`src/rtl/msc_pkg.sv`:
```
package msc_pkg;

    typedef enum logic [2:0] {
        ST_IDLE   = 3'd0,
        ST_E_CODE = 3'd1,
        ST_E_PSP  = 3'd2,
        ST_E_VEC  = 3'd3,
        ST_R_PSP  = 3'd4,
        ST_R_CODE = 3'd5
    } seq_state_e;

    localparam logic [1:0] SEL_MASK = 2'd0;
    localparam logic [1:0] SEL_MSP  = 2'd1;
    localparam logic [1:0] SEL_PSP  = 2'd2;

    localparam int unsigned WORD_BYTES = 4;

endpackage

```
`src/rtl/msc_mask.sv`:
```
module msc_mask #(
    parameter int unsigned PRI_W = 8
) (
    input  logic             clk,
    input  logic             rst_n,
    input  logic             handler_i,
    input  logic             entry_go_i,
    input  logic             ret_done_i,
    input  logic             shadow_wr_i,
    input  logic [PRI_W-1:0] shadow_wdata_i,
    input  logic [PRI_W-1:0] exc_pri_i,
    output logic             gate_ok_o,
    output logic [PRI_W-1:0] mask_o
);

    typedef struct packed {
        logic [PRI_W-1:0] live;
        logic [PRI_W-1:0] shadow;
    } mask_regs_t;

    mask_regs_t r_d, r_q;

    always_comb begin
        r_d = r_q;
        if (entry_go_i) begin
            r_d.shadow = r_q.live;
            r_d.live   = '0;
        end
        if (shadow_wr_i) begin
            r_d.shadow = shadow_wdata_i;
        end
        if (ret_done_i) begin
            r_d.live = r_q.shadow;
        end
    end

    always_ff @(posedge clk) begin
        if (!rst_n) begin
            r_q <= '0;
        end else begin
            r_q <= r_d;
        end
    end

    assign gate_ok_o = (exc_pri_i >= r_q.live);
    assign mask_o    = r_q.live;

    AST_MASK_ZERO_IN_HANDLER: assert property (@(posedge clk) disable iff (!rst_n)
        handler_i |-> (r_q.live == '0));

    AST_ACCEPT_ABOVE_MASK: assert property (@(posedge clk) disable iff (!rst_n)
        entry_go_i |-> (exc_pri_i >= r_q.live));

    AST_RESTORE_FROM_SHADOW: assert property (@(posedge clk) disable iff (!rst_n)
        ret_done_i |=> (r_q.live == $past(r_q.shadow)));

endmodule

```
`src/rtl/msc_vec.sv`:
```
module msc_vec #(
    parameter int unsigned             ADDR_W   = 32,
    parameter int unsigned             NUM_W    = 6,
    parameter logic [ADDR_W-1:0]       VEC_BASE = '0
) (
    input  logic              clk,
    input  logic              rst_n,
    input  logic              entry_go_i,
    input  logic [NUM_W-1:0]  exc_num_i,
    output logic [ADDR_W-1:0] vec_addr_o
);

    localparam int unsigned SHIFT = $clog2(msc_pkg::WORD_BYTES);

    typedef struct packed {
        logic [NUM_W-1:0] num;
    } vec_regs_t;

    vec_regs_t r_d, r_q;

    always_comb begin
        r_d = r_q;
        if (entry_go_i) begin
            r_d.num = exc_num_i;
        end
    end

    always_ff @(posedge clk) begin
        if (!rst_n) begin
            r_q <= '0;
        end else begin
            r_q <= r_d;
        end
    end

    assign vec_addr_o = VEC_BASE + (ADDR_W'(r_q.num) << SHIFT);

endmodule

```
`src/rtl/msc_seq.sv`:
```
module msc_seq
    import msc_pkg::*;
#(
    parameter int unsigned       ADDR_W   = 32,
    parameter logic [ADDR_W-1:0] MSP_INIT = '0,
    parameter logic [ADDR_W-1:0] PSP_INIT = '0,
    parameter logic [ADDR_W-1:0] RET_CODE = '1
) (
    input  logic              clk,
    input  logic              rst_n,
    input  logic              exc_req_i,
    input  logic              gate_ok_i,
    input  logic              ret_req_i,
    input  logic              ctl_we_i,
    input  logic [1:0]        ctl_sel_i,
    input  logic [ADDR_W-1:0] ctl_wdata_i,
    output logic              mem_req_o,
    output logic              mem_we_o,
    output logic [ADDR_W-1:0] mem_addr_o,
    output logic [ADDR_W-1:0] mem_wdata_o,
    input  logic [ADDR_W-1:0] mem_rdata_i,
    input  logic              mem_rdy_i,
    output logic              entry_go_o,
    output logic              ret_done_o,
    output logic              shadow_wr_o,
    output logic              handler_o,
    output logic              busy_o,
    output logic [ADDR_W-1:0] sp_active_o,
    output logic [ADDR_W-1:0] msp_o,
    output logic [ADDR_W-1:0] psp_o,
    output logic              vec_valid_o,
    output logic              fault_o
);

    localparam logic [ADDR_W-1:0] STEP = ADDR_W'(WORD_BYTES);

    typedef struct packed {
        seq_state_e        state;
        logic              handler;
        logic [ADDR_W-1:0] msp;
        logic [ADDR_W-1:0] psp;
        logic              fault;
    } seq_regs_t;

    seq_regs_t r_d, r_q;

    always_comb begin
        r_d         = r_q;
        r_d.fault   = 1'b0;
        entry_go_o  = 1'b0;
        ret_done_o  = 1'b0;
        shadow_wr_o = 1'b0;
        unique case (r_q.state)
            ST_IDLE: begin
                if (!r_q.handler && exc_req_i && gate_ok_i) begin
                    entry_go_o = 1'b1;
                    r_d.state  = ST_E_CODE;
                end else if (r_q.handler && ret_req_i) begin
                    r_d.state = ST_R_PSP;
                end else if (ctl_we_i) begin
                    if (!r_q.handler) begin
                        r_d.fault = 1'b1;
                    end else begin
                        unique case (ctl_sel_i)
                            SEL_MASK: shadow_wr_o = 1'b1;
                            SEL_MSP:  r_d.msp     = ctl_wdata_i;
                            SEL_PSP:  r_d.psp     = ctl_wdata_i;
                            default:  ;
                        endcase
                    end
                end
            end
            ST_E_CODE: begin
                if (mem_rdy_i) begin
                    r_d.msp   = r_q.msp - STEP;
                    r_d.state = ST_E_PSP;
                end
            end
            ST_E_PSP: begin
                if (mem_rdy_i) begin
                    r_d.msp     = r_q.msp - STEP;
                    r_d.handler = 1'b1;
                    r_d.state   = ST_E_VEC;
                end
            end
            ST_E_VEC: begin
                r_d.state = ST_IDLE;
            end
            ST_R_PSP: begin
                if (mem_rdy_i) begin
                    r_d.psp   = mem_rdata_i;
                    r_d.msp   = r_q.msp + STEP;
                    r_d.state = ST_R_CODE;
                end
            end
            ST_R_CODE: begin
                if (mem_rdy_i) begin
                    r_d.msp     = r_q.msp + STEP;
                    r_d.handler = 1'b0;
                    ret_done_o  = 1'b1;
                    r_d.state   = ST_IDLE;
                end
            end
            default: begin
                r_d.state = ST_IDLE;
            end
        endcase
    end

    always_ff @(posedge clk) begin
        if (!rst_n) begin
            r_q.state   <= ST_IDLE;
            r_q.handler <= 1'b0;
            r_q.msp     <= MSP_INIT;
            r_q.psp     <= PSP_INIT;
            r_q.fault   <= 1'b0;
        end else begin
            r_q <= r_d;
        end
    end

    always_comb begin
        mem_req_o   = 1'b0;
        mem_we_o    = 1'b0;
        mem_addr_o  = r_q.msp;
        mem_wdata_o = r_q.psp;
        unique case (r_q.state)
            ST_E_CODE: begin
                mem_req_o   = 1'b1;
                mem_we_o    = 1'b1;
                mem_addr_o  = r_q.msp - STEP;
                mem_wdata_o = RET_CODE;
            end
            ST_E_PSP: begin
                mem_req_o  = 1'b1;
                mem_we_o   = 1'b1;
                mem_addr_o = r_q.msp - STEP;
            end
            ST_R_PSP, ST_R_CODE: begin
                mem_req_o = 1'b1;
            end
            default: ;
        endcase
    end

    assign handler_o   = r_q.handler;
    assign busy_o      = (r_q.state != ST_IDLE);
    assign sp_active_o = r_q.handler ? r_q.msp : r_q.psp;
    assign msp_o       = r_q.msp;
    assign psp_o       = r_q.psp;
    assign vec_valid_o = (r_q.state == ST_E_VEC);
    assign fault_o     = r_q.fault;

    AST_ENTER_AFTER_PUSH: assert property (@(posedge clk) disable iff (!rst_n)
        $rose(r_q.handler) |-> ($past(r_q.state) == ST_E_PSP));

    AST_LEAVE_AFTER_POP: assert property (@(posedge clk) disable iff (!rst_n)
        $fell(r_q.handler) |-> ($past(r_q.state) == ST_R_CODE));

    AST_PUSH_PREDEC: assert property (@(posedge clk) disable iff (!rst_n)
        (mem_req_o && mem_we_o && mem_rdy_i) |=> (r_q.msp == $past(r_q.msp) - STEP));

    AST_FIRST_PUSH_CODE: assert property (@(posedge clk) disable iff (!rst_n)
        $rose(busy_o) && !r_q.handler |-> (mem_we_o && mem_wdata_o == RET_CODE));

    AST_FAULT_NO_WRITE: assert property (@(posedge clk) disable iff (!rst_n)
        r_q.fault |-> (r_q.msp == $past(r_q.msp)) && (r_q.psp == $past(r_q.psp)) && !r_q.handler);

    AST_VEC_IN_HANDLER: assert property (@(posedge clk) disable iff (!rst_n)
        vec_valid_o |-> r_q.handler && $past(r_q.state) == ST_E_PSP);

endmodule

```
`src/rtl/mode_stack_ctrl.sv`:
```
module mode_stack_ctrl #(
    parameter int unsigned       ADDR_W   = 32,
    parameter int unsigned       NUM_W    = 6,
    parameter int unsigned       PRI_W    = 8,
    parameter logic [ADDR_W-1:0] MSP_INIT = 32'h0000_0100,
    parameter logic [ADDR_W-1:0] PSP_INIT = 32'h0000_0080,
    parameter logic [ADDR_W-1:0] VEC_BASE = 32'h0000_1000,
    parameter logic [ADDR_W-1:0] RET_CODE = 32'hFFFF_FFF5
) (
    input  logic              clk,
    input  logic              rst_n,
    input  logic              exc_req,
    input  logic [NUM_W-1:0]  exc_num,
    input  logic [PRI_W-1:0]  exc_pri,
    input  logic              ret_req,
    input  logic              ctl_we,
    input  logic [1:0]        ctl_sel,
    input  logic [ADDR_W-1:0] ctl_wdata,
    output logic              mem_req,
    output logic              mem_we,
    output logic [ADDR_W-1:0] mem_addr,
    output logic [ADDR_W-1:0] mem_wdata,
    input  logic [ADDR_W-1:0] mem_rdata,
    input  logic              mem_rdy,
    output logic              handler_mode,
    output logic              busy,
    output logic [ADDR_W-1:0] sp_active,
    output logic [ADDR_W-1:0] msp,
    output logic [ADDR_W-1:0] psp,
    output logic [PRI_W-1:0]  pri_mask,
    output logic              vec_valid,
    output logic [ADDR_W-1:0] vec_addr,
    output logic              priv_fault
);

    logic entry_go;
    logic ret_done;
    logic shadow_wr;
    logic gate_ok;

    msc_seq #(
        .ADDR_W   (ADDR_W),
        .MSP_INIT (MSP_INIT),
        .PSP_INIT (PSP_INIT),
        .RET_CODE (RET_CODE)
    ) u_seq (
        .clk         (clk),
        .rst_n       (rst_n),
        .exc_req_i   (exc_req),
        .gate_ok_i   (gate_ok),
        .ret_req_i   (ret_req),
        .ctl_we_i    (ctl_we),
        .ctl_sel_i   (ctl_sel),
        .ctl_wdata_i (ctl_wdata),
        .mem_req_o   (mem_req),
        .mem_we_o    (mem_we),
        .mem_addr_o  (mem_addr),
        .mem_wdata_o (mem_wdata),
        .mem_rdata_i (mem_rdata),
        .mem_rdy_i   (mem_rdy),
        .entry_go_o  (entry_go),
        .ret_done_o  (ret_done),
        .shadow_wr_o (shadow_wr),
        .handler_o   (handler_mode),
        .busy_o      (busy),
        .sp_active_o (sp_active),
        .msp_o       (msp),
        .psp_o       (psp),
        .vec_valid_o (vec_valid),
        .fault_o     (priv_fault)
    );

    msc_mask #(
        .PRI_W (PRI_W)
    ) u_mask (
        .clk            (clk),
        .rst_n          (rst_n),
        .handler_i      (handler_mode),
        .entry_go_i     (entry_go),
        .ret_done_i     (ret_done),
        .shadow_wr_i    (shadow_wr),
        .shadow_wdata_i (ctl_wdata[PRI_W-1:0]),
        .exc_pri_i      (exc_pri),
        .gate_ok_o      (gate_ok),
        .mask_o         (pri_mask)
    );

    msc_vec #(
        .ADDR_W   (ADDR_W),
        .NUM_W    (NUM_W),
        .VEC_BASE (VEC_BASE)
    ) u_vec (
        .clk        (clk),
        .rst_n      (rst_n),
        .entry_go_i (entry_go),
        .exc_num_i  (exc_num),
        .vec_addr_o (vec_addr)
    );

endmodule

```
`config.mk`:
```
export PLATFORM = sky130hd
export DESIGN_NAME = mode_stack_ctrl
export DESIGN_NICKNAME = d
export VERILOG_FILES = /design/src/rtl/msc_pkg.sv /design/src/rtl/msc_mask.sv /design/src/rtl/msc_vec.sv /design/src/rtl/msc_seq.sv /design/src/rtl/mode_stack_ctrl.sv
export SDC_FILE = /design/constraint.sdc
export NUM_CORES = 1
export LEC_CHECK = 0
export BUFFER_PORTS_ARGS = -buffer_cell sky130_fd_sc_hd__buf_2
export CORE_MARGIN = 4
export CORE_UTILIZATION = 55
export CTS_CLUSTER_DIAMETER = 150
export DETAILED_ROUTE_END_ITERATION = 16
export GPL_TIMING_DRIVEN = 0
export MAX_ROUTING_LAYER = met4
export PLACE_DENSITY = 0.92
export SLEW_MARGIN = 25
export SYNTH_ARGS = -nofsm -noshare
export SYNTH_HDL_FRONTEND = slang
export SYNTH_HIERARCHICAL = 1
export SYNTH_SLANG_ARGS = --single-unit
export TNS_END_PERCENT = 1
```
`constraint.sdc`:
```
create_clock -name clk -period 4.8 [get_ports clk]
set_input_delay 0 -clock clk [delete_from_list [all_inputs] [get_ports clk]]
set_output_delay 0 -clock clk [all_outputs]
set_load 0.005 [all_outputs]
```
==> flow_results.org <==
** Synth
- Number of distinct library cells after synthesis :: 82
- Summing every instance area after synthesis gives 7936 sq um.
- Of all flip-flops after synthesis, the portion carrying an async set or reset was 0%.
- Post-synthesis sequential area ratio :: 22.95%
- Each instance of the synthesized netlist takes up on average 7.609 sq um.
- Post-synth top flop :: sky130_fd_sc_hd__dfxtp_1
- Counting every instance in the synthesized netlist gives 1,043.
- For this run, the number of Yosys warnings is 6.
- The synthesized design contains 0 enable-type register cells.
- Count of state elements after synthesis :: 91

** Route
- DRC marker count from the first detailed-route iteration :: 1,340
- After detailed routing, the number of remaining DRC violations is 0.
- In the final routed layout, each cell accounts on average for 20.12 microns.
- After detailed routing, the number of vias per cell comes to 6.054.
- 1st-pass router iterations :: 6
- Total Wirelength :: 31.46 mm
- Count of vias placed by the detailed router :: 9,469
- Count of nets left with antenna violations after detail routing :: 0

** Worst setup path
- The worst setup path is captured at a flop.
- Arrival time of data at the critical path endpoint :: 4130 ps
- Along the worst path, the maximum fanout reaches 10.
- The worst setup path is launched from a flop.
- The number of cells on the worst reg-to-reg path is 11.
- The worst register-to-register path begins at u_mask/mask_o[4].
- The worst register-to-register path ends at u_seq/msp_o[26].
- Across all register-to-register paths, the minimum setup slack is 940 ps.
- Category of the critical setup timing path :: flop to flop
- At the worst endpoint, the required time is 5070 ps.

** Pwr
- Power comes to 4.696 mW.
- In this run the static leakage power is 5.148 nW.
- Power spread over the standard cell area amounts to 458.6 nW/um^2.
- IR analysis of the VDD net gives a maximum drop of 0.3576 mV.

** Clock tree
- CTS tree :: done
- Clock slew at reported path FFs :: 80 ps
- For the worst-skew pair, the clock arrives at the later sink with an insertion delay of 360 ps.
- The clock tree synthesis step divided the H-tree into 3 levels.
- Clock tree synthesis found a total of 91 sinks.
- Clock buffer depth :: 2
- CTS root buf :: sky130_fd_sc_hd__clkbuf_16
- Post-CTS repair changed the size of 0 cells.
- Cts bufs inserted :: 9
- Number of post-CTS setup repair buffers :: 0

** Hold path
- The worst hold path begins at mem_rdata[21].
- The path with the worst hold slack has its endpoint at u_seq/psp_o[21].
- The path class of the tightest hold or removal check is input port to flop.
- Hold Crit Depth :: 4

** STA
- Final-report setup violation count :: 0
- Timing-limited maximum frequency :: 259.1 MHz
- The number of failing hold endpoints at the final stage came to 0.
- Worst-Margin Slew :: 1022 ps
- Maximum clock skew at final layout :: 13.35 ps
- Setup total negative slack on the finished layout was measured at 0 ps.
- Time the worst path needs with I/O delays and setup :: 3859 ps
- Rel. slew slack :: 31.89%
- Total count of max-transition violations in the final report :: 0
- Tcrit/Tclk final :: 80.40%
- Setup repair after global routing left no endpoint under its margin.

** Cells and area
- 0 antenna diodes ended up in the layout.
- Post-route non-filler standard cell count :: 1,564
- Post-layout net count :: 1,476
- Compared with the post-synthesis result, the final layout area differs by 29.01%.
- Cells fill 73.19% of the core in the end.
- Share of post-route cells with drive strength above 1 :: 35.55%

** Placement
- Input and output buffers added on the ports amount to 265.
- Weighted congestion at the end of routability-driven global placement :: 1.041
- Detailed placement finished with a half-perimeter wire length of 22.77 mm.
- The number of placed instances, taps included, is 1,512.

** Die
- Row generation in the floorplan step produced 43 rows.
- Initial core utilization :: 56.74%
- Full die area :: 16,420 sq um
- The floorplan step set the die height to 128.1 microns.
- # IOs :: 292
- Die X :: 128.1 microns
- The core region is 13,990 sq um.

** Outcome
- Result of the run :: completed

** GRT
- The first global-routing pass estimated 47.22 mm of wire.
- The number of antenna violations at the first check in global routing came to 0.
- Pin count of the biggest net entering global routing :: 17
- Number of global-route vias before repair :: 8,691
- For this run the aggregate overflow at the end of global routing stands at 0.
- Aggregate global-route resource usage :: 37.25%

** Job
- Across the run, the number of max-cap violations was 0.
[synth_stat cells, types with 9 or more instances]
cell type | n | share of area, %
sky130_fd_sc_hd__nor3b_1 | 9 | 0.85
sky130_fd_sc_hd__or2_2 | 31 | 2.4
sky130_fd_sc_hd__buf_4 | 100 | 9.5
sky130_fd_sc_hd__nor2b_1 | 21 | 1.7
sky130_fd_sc_hd__nand3_1 | 91 | 5.7
sky130_fd_sc_hd__inv_1 | 18 | 0.85
sky130_fd_sc_hd__mux2_2 | 32 | 4.5
sky130_fd_sc_hd__a21oi_1 | 46 | 2.9
sky130_fd_sc_hd__nor2_1 | 42 | 2.0
sky130_fd_sc_hd__nand2_1 | 100 | 4.7
sky130_fd_sc_hd__buf_2 | 14 | 0.88
sky130_fd_sc_hd__and2_1 | 14 | 1.1
sky130_fd_sc_hd__o211a_1 | 33 | 4.2
sky130_fd_sc_hd__and3_1 | 13 | 1.0
sky130_fd_sc_hd__nand4_1 | 11 | 0.87
sky130_fd_sc_hd__dfxtp_1 | 91 | 23
sky130_fd_sc_hd__buf_1 | 10 | 0.47
sky130_fd_sc_hd__mux2i_1 | 18 | 2.3
sky130_fd_sc_hd__a31oi_1 | 18 | 1.4
sky130_fd_sc_hd__xor2_1 | 13 | 1.4
sky130_fd_sc_hd__o21ai_0 | 46 | 2.9
sky130_fd_sc_hd__xnor2_1 | 22 | 2.4
sky130_fd_sc_hd__clkbuf_1 | 62 | 2.9
sky130_fd_sc_hd__ha_1 | 11 | 1.7
sky130_fd_sc_hd__nor3_1 | 21 | 1.3
[flip-flops by register name, indices dropped and copies added, names as in the netlist]
register / count
u_vec/r_q: 6
u_seq/fault_o: 1
u_seq/handler_o: 1
u_mask/mask_o: 8
u_seq/psp_o: 32
u_mask/r_q: 8
u_seq/r_q: 3
u_seq/msp_o: 32
[worst max-delay path: stages (launching register included)]
cell and delay, ps:
sky130_fd_sc_hd__dfxtp_1 390, sky130_fd_sc_hd__inv_1 60, sky130_fd_sc_hd__ha_1 280, sky130_fd_sc_hd__a21o_1 160, sky130_fd_sc_hd__a221oi_1 260, sky130_fd_sc_hd__o21ai_0 180
sky130_fd_sc_hd__nand3b_1 270, sky130_fd_sc_hd__a41oi_1 210, sky130_fd_sc_hd__a311oi_2 850, sky130_fd_sc_hd__clkbuf_1 680, sky130_fd_sc_hd__o21ai_0 170, sky130_fd_sc_hd__a211oi_1 250
[final cells by class]
class	instances	area [sq um]
multi-input cells	762	4937
fillers	1136	3750
flip-flops and latches	91	1822
repair buffers	301	1687
plain buffers	195	1196
clock buffers	10	229.0
well taps	180	225.2
clock inverters	6	71.32
inverters	19	71.32
[layout by cell type (no fill, tap or decap), types with 9 or more instances in the layout]
master and instances:
sky130_fd_sc_hd__buf_4 100, sky130_fd_sc_hd__dfxtp_1 91, sky130_fd_sc_hd__dlygate4sd3_1 36, sky130_fd_sc_hd__clkbuf_1 63
sky130_fd_sc_hd__conb_1 26, sky130_fd_sc_hd__and3_1 13, sky130_fd_sc_hd__buf_1 10, sky130_fd_sc_hd__nand2_1 100
sky130_fd_sc_hd__ha_1 11, sky130_fd_sc_hd__a21oi_1 46, sky130_fd_sc_hd__nand3_1 91, sky130_fd_sc_hd__and2_1 14
sky130_fd_sc_hd__a31oi_1 18, sky130_fd_sc_hd__mux2i_1 18, sky130_fd_sc_hd__xnor2_1 22, sky130_fd_sc_hd__xor2_1 13
sky130_fd_sc_hd__nor2b_1 21, sky130_fd_sc_hd__o21ai_0 46, sky130_fd_sc_hd__o211a_1 33, sky130_fd_sc_hd__inv_1 18
sky130_fd_sc_hd__mux2_2 32, sky130_fd_sc_hd__nor3b_1 9, sky130_fd_sc_hd__or2_2 31, sky130_fd_sc_hd__buf_2 279
sky130_fd_sc_hd__clkbuf_16 9, sky130_fd_sc_hd__nor3_1 21, sky130_fd_sc_hd__nand4_1 11, sky130_fd_sc_hd__nor2_1 42
[worst max path at each step]
stage	startpoint	endpoint	slack, ps	depth (start not counted)
2_1_floorplan	u_mask/mask_o[6]	u_seq/psp_o[26]	2180	13
3_3_place_gp	u_mask/mask_o[6]	u_seq/msp_o[27]	1190	11
3_5_place_dp	u_mask/mask_o[4]	u_seq/msp_o[26]	1190	11
4_1_cts	u_mask/mask_o[4]	u_seq/msp_o[26]	1130	11
5_1_grt	u_mask/mask_o[4]	u_seq/msp_o[26]	850	11
6_report	u_mask/mask_o[4]	u_seq/msp_o[26]	940	11
[metal layers]
| metal | track usage [%] | share of wire, % |
|---|---|---|
| met1 | 45.83 | 36 |
| met4 | 16.17 | 4.5 |
| met3 | 6.500 | 13 |
| met2 | 60.04 | 47 |
| met5 | - | 0 |
[timing repair]
action	4_1_cts	5_1_grt
endpoints found under the setup margin	0	0
hold buffers	36	0
hold endpoints to repair	36	0
[cells by family after synthesis]
family                   after synthesis  synth area share, %
flip-flops                            91                22.95
XOR/XNOR                              35                3.862
adder cells (fa/ha/maj)               11                1.734
AO/OA/AOI/OAI                        233                20.72
other                                  2              0.09463
multiplexers                          50                6.811
AND/OR/NAND/NOR                      407                27.86
buffers and inverters                214                15.97
[stage by stage]
stage | instance area (sq um) | hold WS (ps) | setup WS, ps
after floorplan | 8026 | 118.3 | 2176
after global placement | 9578 | 262.7 | 1191
after detailed placement | 9578 | 275.2 | 1187
after CTS | 10240 | 1.331 | 1133
after global routing | 10240 | 17.38 | 848.8
final | 10240 | 7.338 | 940.9
[power breakdown]
group | total (mW) | switching, mW | internal (mW)
sequential | 0.999 | 0.129 | 0.870
clock | 0.750 | 0.340 | 0.410
combinational | 2.95 | 1.76 | 1.19
total | 4.70 | 2.23 | 2.47
Power figures use the tool's default switching activity.
